File: src/rtl/lirq_pkg.sv
package lirq_pkg;
  // register selects on the write port
  typedef enum logic [1:0] {
    CSR_STAT = 2'd0,
    CSR_MASK = 2'd1,
    CSR_TCLR = 2'd2,
    CSR_NONE = 2'd3
  } csr_sel_e;

  localparam int SWI_LINES = 2;
  localparam int HWI_LO    = SWI_LINES;

  function automatic int pmc_bit(input int nhwi);
    return HWI_LO + nhwi;
  endfunction

  function automatic int line_count(input int nhwi);
    return HWI_LO + nhwi + 3;
  endfunction
endpackage

File: src/rtl/lirq_sync.sv
module lirq_sync #(
  parameter int W      = 1,
  parameter int STAGES = 2
) (
  input  logic         clk,
  input  logic         rst,
  input  logic [W-1:0] d,
  output logic [W-1:0] q
);
  logic [W-1:0] pipe [STAGES];

  always_ff @(posedge clk) begin
    if (rst) pipe[0] <= '0;
    else     pipe[0] <= d;
  end

  for (genvar s = 1; s < STAGES; s++) begin : g_stage
    always_ff @(posedge clk) begin
      if (rst) pipe[s] <= '0;
      else     pipe[s] <= pipe[s-1];
    end
  end

  assign q = pipe[STAGES-1];
endmodule

File: src/rtl/lirq_status.sv
module lirq_status #(
  parameter int NUM_HWI = 8,
  parameter int LINES   = lirq_pkg::line_count(NUM_HWI)
) (
  input  logic               clk,
  input  logic               rst,
  input  logic [NUM_HWI-1:0] hwi_s,
  input  logic               ipi_s,
  input  logic               timer_pulse,
  input  logic               pmc_any,
  input  logic               swi_we,
  input  logic [1:0]         swi_wdata,
  input  logic               tclr,
  output logic [LINES-1:0]   status
);
  localparam int PMC_B = lirq_pkg::pmc_bit(NUM_HWI);
  localparam int TMR_B = PMC_B + 1;
  localparam int IPI_B = PMC_B + 2;

  // software lines: only writable bits
  always_ff @(posedge clk) begin
    if (rst)         status[1:0] <= '0;
    else if (swi_we) status[1:0] <= swi_wdata;
  end

  // hardware lines follow synchronized levels
  for (genvar i = 0; i < NUM_HWI; i++) begin : g_hwi
    always_ff @(posedge clk) begin
      if (rst) status[lirq_pkg::HWI_LO+i] <= 1'b0;
      else     status[lirq_pkg::HWI_LO+i] <= hwi_s[i];
    end
  end

  // overflow level, timer latch (set beats clear), inter-core level
  always_ff @(posedge clk) begin
    if (rst) begin
      status[PMC_B] <= 1'b0;
      status[TMR_B] <= 1'b0;
      status[IPI_B] <= 1'b0;
    end else begin
      status[PMC_B] <= pmc_any;
      if (timer_pulse)  status[TMR_B] <= 1'b1;
      else if (tclr)    status[TMR_B] <= 1'b0;
      status[IPI_B] <= ipi_s;
    end
  end
endmodule

File: src/rtl/lirq_prio.sv
module lirq_prio #(
  parameter int LINES = 13,
  parameter int NUMW  = $clog2(LINES)
) (
  input  logic             clk,
  input  logic             rst,
  input  logic [LINES-1:0] active,
  input  logic             gie,
  output logic             pending,
  output logic [NUMW-1:0]  num
);
  logic [NUMW-1:0] best;

  always_comb begin
    best = '0;
    for (int i = 0; i < LINES; i++) begin
      if (active[i]) best = NUMW'(i);
    end
  end

  always_ff @(posedge clk) begin
    if (rst) begin
      pending <= 1'b0;
      num     <= '0;
    end else begin
      pending <= gie & (|active);
      num     <= best;
    end
  end
endmodule

File: src/rtl/line_irq_status.sv
module line_irq_status #(
  parameter int NUM_HWI     = 8,
  parameter int NUM_PMC     = 4,
  parameter int SYNC_STAGES = 2,
  parameter int LINES       = lirq_pkg::line_count(NUM_HWI),
  parameter int NUMW        = $clog2(LINES)
) (
  input  logic               clk,
  input  logic               rst,
  input  logic               ipi_in,
  input  logic [NUM_HWI-1:0] hwi_in,
  input  logic               timer_pulse,
  input  logic [NUM_PMC-1:0] pmc_ovf,
  input  logic [NUM_PMC-1:0] pmc_ie,
  input  logic               global_ie,
  input  logic               csr_we,
  input  logic [1:0]         csr_addr,
  input  logic [LINES-1:0]   csr_wdata,
  output logic [LINES-1:0]   status,
  output logic               irq_pending,
  output logic [NUMW-1:0]    irq_num
);
  import lirq_pkg::*;

  logic [NUM_HWI:0] ext_raw, ext_s;
  logic             swi_we, mask_we, tclr, pmc_any;
  logic [LINES-1:0] mask_q;

  assign ext_raw = {ipi_in, hwi_in};

  lirq_sync #(.W(NUM_HWI+1), .STAGES(SYNC_STAGES)) sync_i (
    .clk(clk), .rst(rst), .d(ext_raw), .q(ext_s)
  );

  assign swi_we  = csr_we && (csr_addr == CSR_STAT);
  assign mask_we = csr_we && (csr_addr == CSR_MASK);
  assign tclr    = csr_we && (csr_addr == CSR_TCLR) && csr_wdata[0];
  assign pmc_any = |(pmc_ovf & pmc_ie);

  always_ff @(posedge clk) begin
    if (rst)          mask_q <= '0;
    else if (mask_we) mask_q <= csr_wdata;
  end

  lirq_status #(.NUM_HWI(NUM_HWI), .LINES(LINES)) stat_i (
    .clk(clk), .rst(rst),
    .hwi_s(ext_s[NUM_HWI-1:0]), .ipi_s(ext_s[NUM_HWI]),
    .timer_pulse(timer_pulse), .pmc_any(pmc_any),
    .swi_we(swi_we), .swi_wdata(csr_wdata[1:0]), .tclr(tclr),
    .status(status)
  );

  lirq_prio #(.LINES(LINES), .NUMW(NUMW)) prio_i (
    .clk(clk), .rst(rst), .active(status & mask_q), .gie(global_ie),
    .pending(irq_pending), .num(irq_num)
  );
endmodule

File: config.mk
export PLATFORM = sky130hd
export DESIGN_NAME = line_irq_status
export DESIGN_NICKNAME = d
export VERILOG_FILES = /design/src/rtl/lirq_pkg.sv /design/src/rtl/lirq_sync.sv /design/src/rtl/lirq_status.sv /design/src/rtl/lirq_prio.sv /design/src/rtl/line_irq_status.sv
export SDC_FILE = /design/constraint.sdc
export NUM_CORES = 1
export LEC_CHECK = 0
export CAP_MARGIN = 20
export CORE_AREA = 2 2 62 64
export DETAILED_ROUTE_END_ITERATION = 10
export DIE_AREA = 0 0 64 66
export PLACE_DENSITY = 0.94
export SLEW_MARGIN = 15
export SYNTH_ARGS = -nofsm -noshare
export SYNTH_HDL_FRONTEND = slang
export SYNTH_SLANG_ARGS = --single-unit
File: constraint.sdc
create_clock -name clk -period 2.72 [get_ports clk]
set_input_delay 0.544 -clock clk [delete_from_list [all_inputs] [get_ports clk]]
set_output_delay 0.544 -clock clk [all_outputs]
set_load 0.005 [all_outputs]
After elaboration in Yosys (flattened, before gate mapping)
Memories as Yosys holds them, arrays and structs flattened. A register that Yosys moved wholly into a read port is not among the register bits.
Cells that the tools add are included.

word-level totals
  register bits = 23
  memory bits (writable) = 18
  output and inout port bits = 18
  memories kept = 1

operators by class
  eq/ne operators = 2
  muxes and demuxes = 19
  bitwise operators = 5
  reduce and logical (&&, ||, !) cells = 9

memory list
  name         words  width  rd ports  clocked after memory_dff  wr ports  line             RTL
  sync_i.pipe  2      9      2         1                         2         lirq_sync.sv:10  logic [W-1:0] pipe [STAGES];

operators by type and width
  kind                number
  $mux 4              5
  $mux 9              2
  $and 13x13->13      1
  $reduce_or 13->1    1
  $mux 3              4
  $mux 1              6
  $and 4x4->4         1
  $logic_and 1x1->1   4
  $mux 2              2
  $reduce_or 4->1     1
  $eq 2x1->1 const B  1
  $eq 2x2->1 const B  1
  $logic_not 2->1     1
  $or 1x1->1          2
  $reduce_bool 2->1   1
  $reduce_or 2->1     1
  $and 1x1->1         1

Logic depth before layout (Yosys ltp)
Gate-level depths: netlist of the first run.

  depth in word-level cells = 13
  depth in mapped cells = 4
  depth with buffers taken out = 4

Modules after synthesis
A second synthesis of the first run with hierarchy kept.

second synthesis, totals
  cell total of the unflattened synthesis = 175
  area, all modules = 1,851.8 sq um

by module, submodules not included
  module           instances  cells an instance  area an instance (sq um)  sequential area each (sq um)
  line_irq_status  1          75                 719.4                     260.2
  lirq_sync        1          37                 489.2                     360.3
  lirq_status      1          31                 405.4                     260.2
  lirq_prio        1          32                 237.7                     100.1

Least setup slack after synthesis of the first run
Ideal clock, no wire load.

  path kind = input port to flip-flop
  start = input csr_addr[1]
  end = register mask_q[10]
  setup time = 66 ps
  arrival time = 1,099 ps
  data required time = 2,654 ps
  setup slack = 1,555 ps
  stages = 4
  path buffers = 1
  path through = and3b_1 -> buf_4 -> nand2_1 -> a21oi_2

on the way
  cells in the longest elaborated chain, start to end = 2

RTL lines
  what                    line                   RTL
  start: declaration      line_irq_status.sv:17  input logic [1:0] csr_addr,
  $eq 2x1->1              line_irq_status.sv:36  assign mask_we = csr_we && (csr_addr == CSR_MASK);
  $logic_and 1x1->1       line_irq_status.sv:36
  end signal: assignment  line_irq_status.sv:42  else if (mask_we) mask_q <= csr_wdata;
  end: declaration        line_irq_status.sv:27  logic [LINES-1:0] mask_q;

Every way passes these cells.
A chain may end at the register's enable or synchronous reset.

Final worst setup path of the first run
  start = register stat_i.status[6] (read register of sync_i.pipe)
  end = output status[6]

RTL lines
  what                line                   RTL
  start: declaration  lirq_status.sv:14      output logic [LINES-1:0] status
  end: declaration    line_irq_status.sv:19  output logic [LINES-1:0] status,

No word-level cell between the ends.

==> impl_metrics.toml, run 1 <==
[run_status]
status = "completed"

[sta]
skew_ns = 0.00675
grt_setup_unrepaired = "no"
min_period_over_period_pct = 69.3
post-route-min-period_ns = 1.89
hold_viol = 0
timing.fmax_mhz = 530
setup_viol = 0
setup-tns-final_ns = 0
holdWs_ns = 0.449
final_max_slew_viol_count = 0
slew_headroom_pct = 64.7
tightest_slew_ns = 0.529

[floorplan]
rows = 22
die_w_um = 64
fp.coreArea_um2 = 3550
die_h_um = 66
initial_utilization_pct = 47.0
pin_count = 55
die_area_um2 = 4220

[worst_hold_path]
hp-start = "sync_i.pipe[1][7]"
hold_path.class = "flop to flop"

[grt]
grt_overflow = 0
grtUsageTotal_pct = 17.2
grtUsageMet3_pct = 4.60
grt_use_met1_pct = 17.8
top_usage_layer = "met2"
antenna_found_initial = 0
use_met2_pct = 31.3
first_global_vias = 1317
grt_pass1_wl_um = 5530
grt_start_max_net_pins = 24

[critical_path]
worst_path_dominant_cell_family = "buffers and inverters"
cp.arrival_ns = 1.34
worstSetupPathType = "flop to output port"
required_ns = 2.18
endpoint_kind = "output port"
crit_path_cell_trace = "clkdlybuf4s50_1"
cp_max_fo = 4
r2r_start = "stat_i.status[4]"
crit_start = "stat_i.status[6]"
slowest_delay_ns = 0.55
worstSetupStartpointType = "flop"
crit_buf_inv = 1
crit_slowest_cell = "clkdlybuf4s50_1"

[clock_network]
clk_pin_slew_ns = 0.12
post_cts_buffers = 0
clk_latency_ns = 0.36
clock_path_buffers = 2
cts_sinks = 49
htreeDepth = 2
cts_hold_buf = 0
post_cts_resized = 0
cts_buffers = 5
cts_tree = "yes"
cts_root_buffer = "clkbuf_4"

[synthesis]
synth_nets = 202
yosysTopAreaCellShare_pct = 58.7
syn_area_um2 = 1670
ys_types = 25
async_flop_share_pct = 0
synth_top_flop_cell = "dfxtp_1"
yosysTopAreaCell = "dfxtp_1"
ys_top_cells_by_count = "dfxtp_1 (49), nand2_1 (33), nor2b_1 (27)"
ys_top_cells_by_area = "dfxtp_1 (59%), nor2b_1 (10%), nand2_1 (7.4%)"
yosysMostFrequentCell = "dfxtp_1"
syn_inst = 165
ys_seq_area_share_pct = 58.7
avgSynthCellArea_um2 = 10.1
synth_edf_count = 0
ys_warn_count = 0
synth_seq_cells = 49

[power_and_ir_drop]
power.leakage_uw = 0.000843
ir_drop_v = 0.000291
power_density_nw_per_um2 = 565

[detailed_routing]
totalWireLength_um = 3390
routed_via_density = 5.04
vias = 1361
drt_iter0_drc = 50
routedWlPerCell_um = 12.6
ant_nets = 0
drc_errors = 0
firstDrtPassIters = 4

[cells_and_area]
areaGrowthSynthToFinish_pct = 39.6
n_fill_cell = 283
instances_no_fill = 270
nets = 258
drive_above_1_share_pct = 9.91
antenna_cells = 0

[placement]
finalWeightedCongestion = 0.815
dp_cells = 262
numPortBuffers = 54
hpwl_um = 2520

[flow_run]
maxCapViolations = 0
[final timing paths]
check	to	slack (ns)	cells after the start
worst min register to register	stat_i.status[9]	0.45	1
worst min-delay path	stat_i.status[9]	0.45	1
worst max-delay path	status[6]	0.83	1
worst max register to register	prio_i.num[2]	1.54	4
[layout by cell type, fill, tap and decap left out, types with 2 or more instances in the layout]
| master | instances |
|---|---|
| mux2i_1 | 2 |
| a22oi_1 | 7 |
| a21oi_2 | 10 |
| dfxtp_1 | 49 |
| clkbuf_4 | 5 |
| nor2_1 | 5 |
| nor2b_1 | 27 |
| buf_4 | 2 |
| a32oi_1 | 2 |
| o21ai_1 | 2 |
| a21oi_1 | 9 |
| clkdlybuf4s50_1 | 53 |
| nand2_1 | 33 |
[sequential cells by signal, indices dropped and copies added, names as in the netlist]
register	cells
mask_q	13
prio_i.num	4
prio_i.pending	1
stat_i.status	13
sync_i.pipe	18
[power breakdown]
part           total [uW]  switching (uW)  internal (uW)
Combinational         124            43.4           80.5
Clock                 432             212            220
Sequential            761            16.3            744
[metal layers]
metal | wire [um] | vias up
li1 | - | 669
met1 | 1350 | 635
met2 | 1780 | 48
met3 | 171 | 9
met4 | 82 | 0
met5 | 0 | -
[metrics by stage]
stage | instance area [um2] | utilization, % | setup WS [ns] | total power, uW
after floorplan | 1670 | - | 1.55 | 820
after global placement | 2250 | 63.2 | 0.854 | 895
after detailed placement | 2250 | 63.2 | 0.802 | 901
after CTS | 2330 | 65.6 | 0.826 | 1320
after global routing | 2330 | 65.6 | 0.780 | 1370
final | 2330 | 65.6 | 0.834 | 1320
[kinds of logic after synthesis]
| family | Yosys count | synth area share (%) |
|---|---|---|
| AND/OR/NAND/NOR | 70 | 21.3 |
| flip-flops | 49 | 58.7 |
| AO/OA/AOI/OAI | 37 | 16.7 |
| buffers and inverters | 7 | 2.10 |
| multiplexers | 2 | 1.20 |
[area by class of cell]
cell class / count / area, um2 / share of cell area [%]
clock buffers: 7 / 55.1 / 2.36
clock inverters: 1 / 30.0 / 1.29
multi-input cells: 109 / 654 / 28.1
flip-flops and latches: 49 / 981 / 42.1
well taps: 48 / 60.1 / 2.58
repair buffers: 56 / 551 / 23.6
No activity file was read; power rests on OpenSTA's default activity.
==> inputs of run 2 (changes only) <==
--- a/config.mk
+++ b/config.mk
@@ -6,10 +6,10 @@
 export NUM_CORES = 1
 export LEC_CHECK = 0
 export CAP_MARGIN = 20
-export CORE_AREA = 2 2 62 64
+export CORE_AREA = 2 2 65 67
 export DETAILED_ROUTE_END_ITERATION = 10
-export DIE_AREA = 0 0 64 66
-export PLACE_DENSITY = 0.94
+export DIE_AREA = 0 0 67 69
+export PLACE_DENSITY = 0.87
 export SLEW_MARGIN = 15
 export SYNTH_ARGS = -nofsm -noshare
 export SYNTH_HDL_FRONTEND = slang
==> constraint.sdc (replaced) <==
create_clock -name clk -period 1.8 [get_ports clk]
set_input_delay 0.36 -clock clk [delete_from_list [all_inputs] [get_ports clk]]
set_output_delay 0.36 -clock clk [all_outputs]
set_load 0.005 [all_outputs]
==> impl_metrics.toml, run 2 (synthesized netlist as in run 1, its figures left out) <==
[run_status]
status = "completed"

[clock_network]
cts_tree = "yes"
post_cts_resized = 0
clk_latency_ns = 0.30
cts_root_buffer = "clkbuf_8"
clk_pin_slew_ns = 0.08
htreeDepth = 2
post_cts_buffers = 0
cts_sinks = 49
clock_path_buffers = 2
cts_hold_buf = 0
cts_buffers = 5

[detailed_routing]
totalWireLength_um = 3450
ant_nets = 0
routedWlPerCell_um = 12.7
routed_via_density = 4.92
vias = 1342
drc_errors = 0
firstDrtPassIters = 4
drt_iter0_drc = 96

[cells_and_area]
final_util_pct = 61.4
regMostFlops = "sync_i.pipe"
nets = 259
largestRegisters = "sync_i.pipe (18), mask_q (13), stat_i.status (13)"
final_cell_mix = "clkdlybuf4s50_1 (53), dfxtp_1 (49), nand2_1 (33), nor2b_1 (27), a21oi_2 (10)"
antenna_cells = 0
final_common_cell = "clkdlybuf4s50_1"
instances_no_fill = 273
drive_above_1_share_pct = 10.8
largest_reg_flops = 18
regArea_um2 = 981
areaGrowthSynthToFinish_pct = 43.8
multiInputGateArea_um2 = 654
n_fill_cell = 346

[sta]
setup-tns-final_ns = 0
slew_headroom_pct = 67.6
setup_viol = 0
holdWs_ns = 0.440
final_max_slew_viol_count = 0
timing.fmax_mhz = 616
grt_setup_unrepaired = "no"
hold_viol = 0
min_period_over_period_pct = 90.2
skew_ns = 0.00471
post-route-min-period_ns = 1.62
tightest_slew_ns = 0.486

[grt]
grt_start_max_net_pins = 23
grt_overflow = 0
grt_use_met1_pct = 18.0
top_usage_layer = "met2"
grt_pass1_wl_um = 5760
first_global_vias = 1339
antenna_found_initial = 0
grtUsageMet3_pct = 5.38
use_met2_pct = 27.7
grtUsageTotal_pct = 16.1

[critical_path]
cp.depth = 1
slowest_delay_ns = 0.55
endpoint_kind = "output port"
r2r_start = "stat_i.status[4]"
cp.arrival_ns = 1.26
r2r_slack_ns = 0.61
crit_slowest_cell = "clkdlybuf4s50_1"
worstSetupEndpoint = "status[6]"
required_ns = 1.44
crit_path_cell_trace = "clkdlybuf4s50_1"
rr_worst_depth = 4
worstSetupStartpointType = "flop"
worstReg2RegEnd = "prio_i.num[2]"
crit_start = "stat_i.status[6]"
crit_buf_inv = 1
worst_path_dominant_cell_family = "buffers and inverters"
worstSetupPathType = "flop to output port"
cp_max_fo = 4

[power_and_ir_drop]
power.leakage_uw = 0.000874
p_sw_uw = 440
p_clk_share_pct = 40.2
comb_power_share_pct = 8.6
finalPower_uw = 2240
p_int_uw = 1800
ir_drop_v = 0.000601
sequentialPowerShare_pct = 51.2
power_density_nw_per_um2 = 933
p_sw_share_pct = 19.6

[flow_run]
maxCapViolations = 0

[worst_hold_path]
hold_path.class = "flop to flop"

[floorplan]
die_h_um = 69
rows = 23
fp.coreArea_um2 = 3910
initial_utilization_pct = 42.7
die_area_um2 = 4620
die_w_um = 67
pin_count = 55

[placement]
finalWeightedCongestion = 0.767
numPortBuffers = 54
hpwl_um = 2530
dp_cells = 265
[run 2: worst min-delay path by stage]
stage,end,slack (ns),startpoint,cells after the start
2_1_floorplan,stat_i.status[12],0.41,sync_i.pipe[1][8],1
3_3_place_gp,sync_i.pipe[1][3],0.42,sync_i.pipe[0][3],1
3_5_place_dp,sync_i.pipe[1][8],0.42,sync_i.pipe[0][8],1
4_1_cts,sync_i.pipe[1][8],0.44,sync_i.pipe[0][8],1
5_1_grt,sync_i.pipe[1][8],0.46,sync_i.pipe[0][8],1
6_report,stat_i.status[5],0.44,sync_i.pipe[1][3],1
[run 2: layout make-up]
class,count,area share [%]
Clock buffer,5,2.86
Clock inverter,3,2.71
Multi-Input combinational cell,109,27.2
Sequential cell,49,40.8
Tap cell,50,2.60
Timing Repair Buffer,57,23.8
[run 2: through the flow]
stage	setup WS [ns]	instance area, um2
floorplan	0.732	1670
global placement	0.131	2270
detailed placement	0.0876	2270
CTS	0.174	2400
global route	0.137	2400
finish	0.176	2400
[run 2: power by group through the flow]
| stage | Sequential [uW] | Clock, uW | Combinational (uW) |
|---|---|---|---|
| after global routing | 1150 | 961 | 209 |
| after detailed placement | 1170 | 0 | 193 |
| final | 1150 | 902 | 192 |
| after floorplan | 1170 | 0 | 71.2 |
| after CTS | 1150 | 916 | 194 |
| after global placement | 1170 | 0 | 188 |
[run 2: per-layer routing]
metal,wire [um],vias to the layer above
met1,1420,621
met2,1730,45
met4,55,0
li1,-,669
met3,251,7
met5,0,-
==> inputs of run 3 (changes only) <==
--- a/config.mk
+++ b/config.mk
@@ -10,7 +10,7 @@
 export DETAILED_ROUTE_END_ITERATION = 10
 export DIE_AREA = 0 0 67 69
 export PLACE_DENSITY = 0.87
-export SLEW_MARGIN = 15
+export SLEW_MARGIN = 0
 export SYNTH_ARGS = -nofsm -noshare
 export SYNTH_HDL_FRONTEND = slang
 export SYNTH_SLANG_ARGS = --single-unit
==> results of run 3 <==
Same layout as run 2: the final DEF is identical, and so are final timing and power.
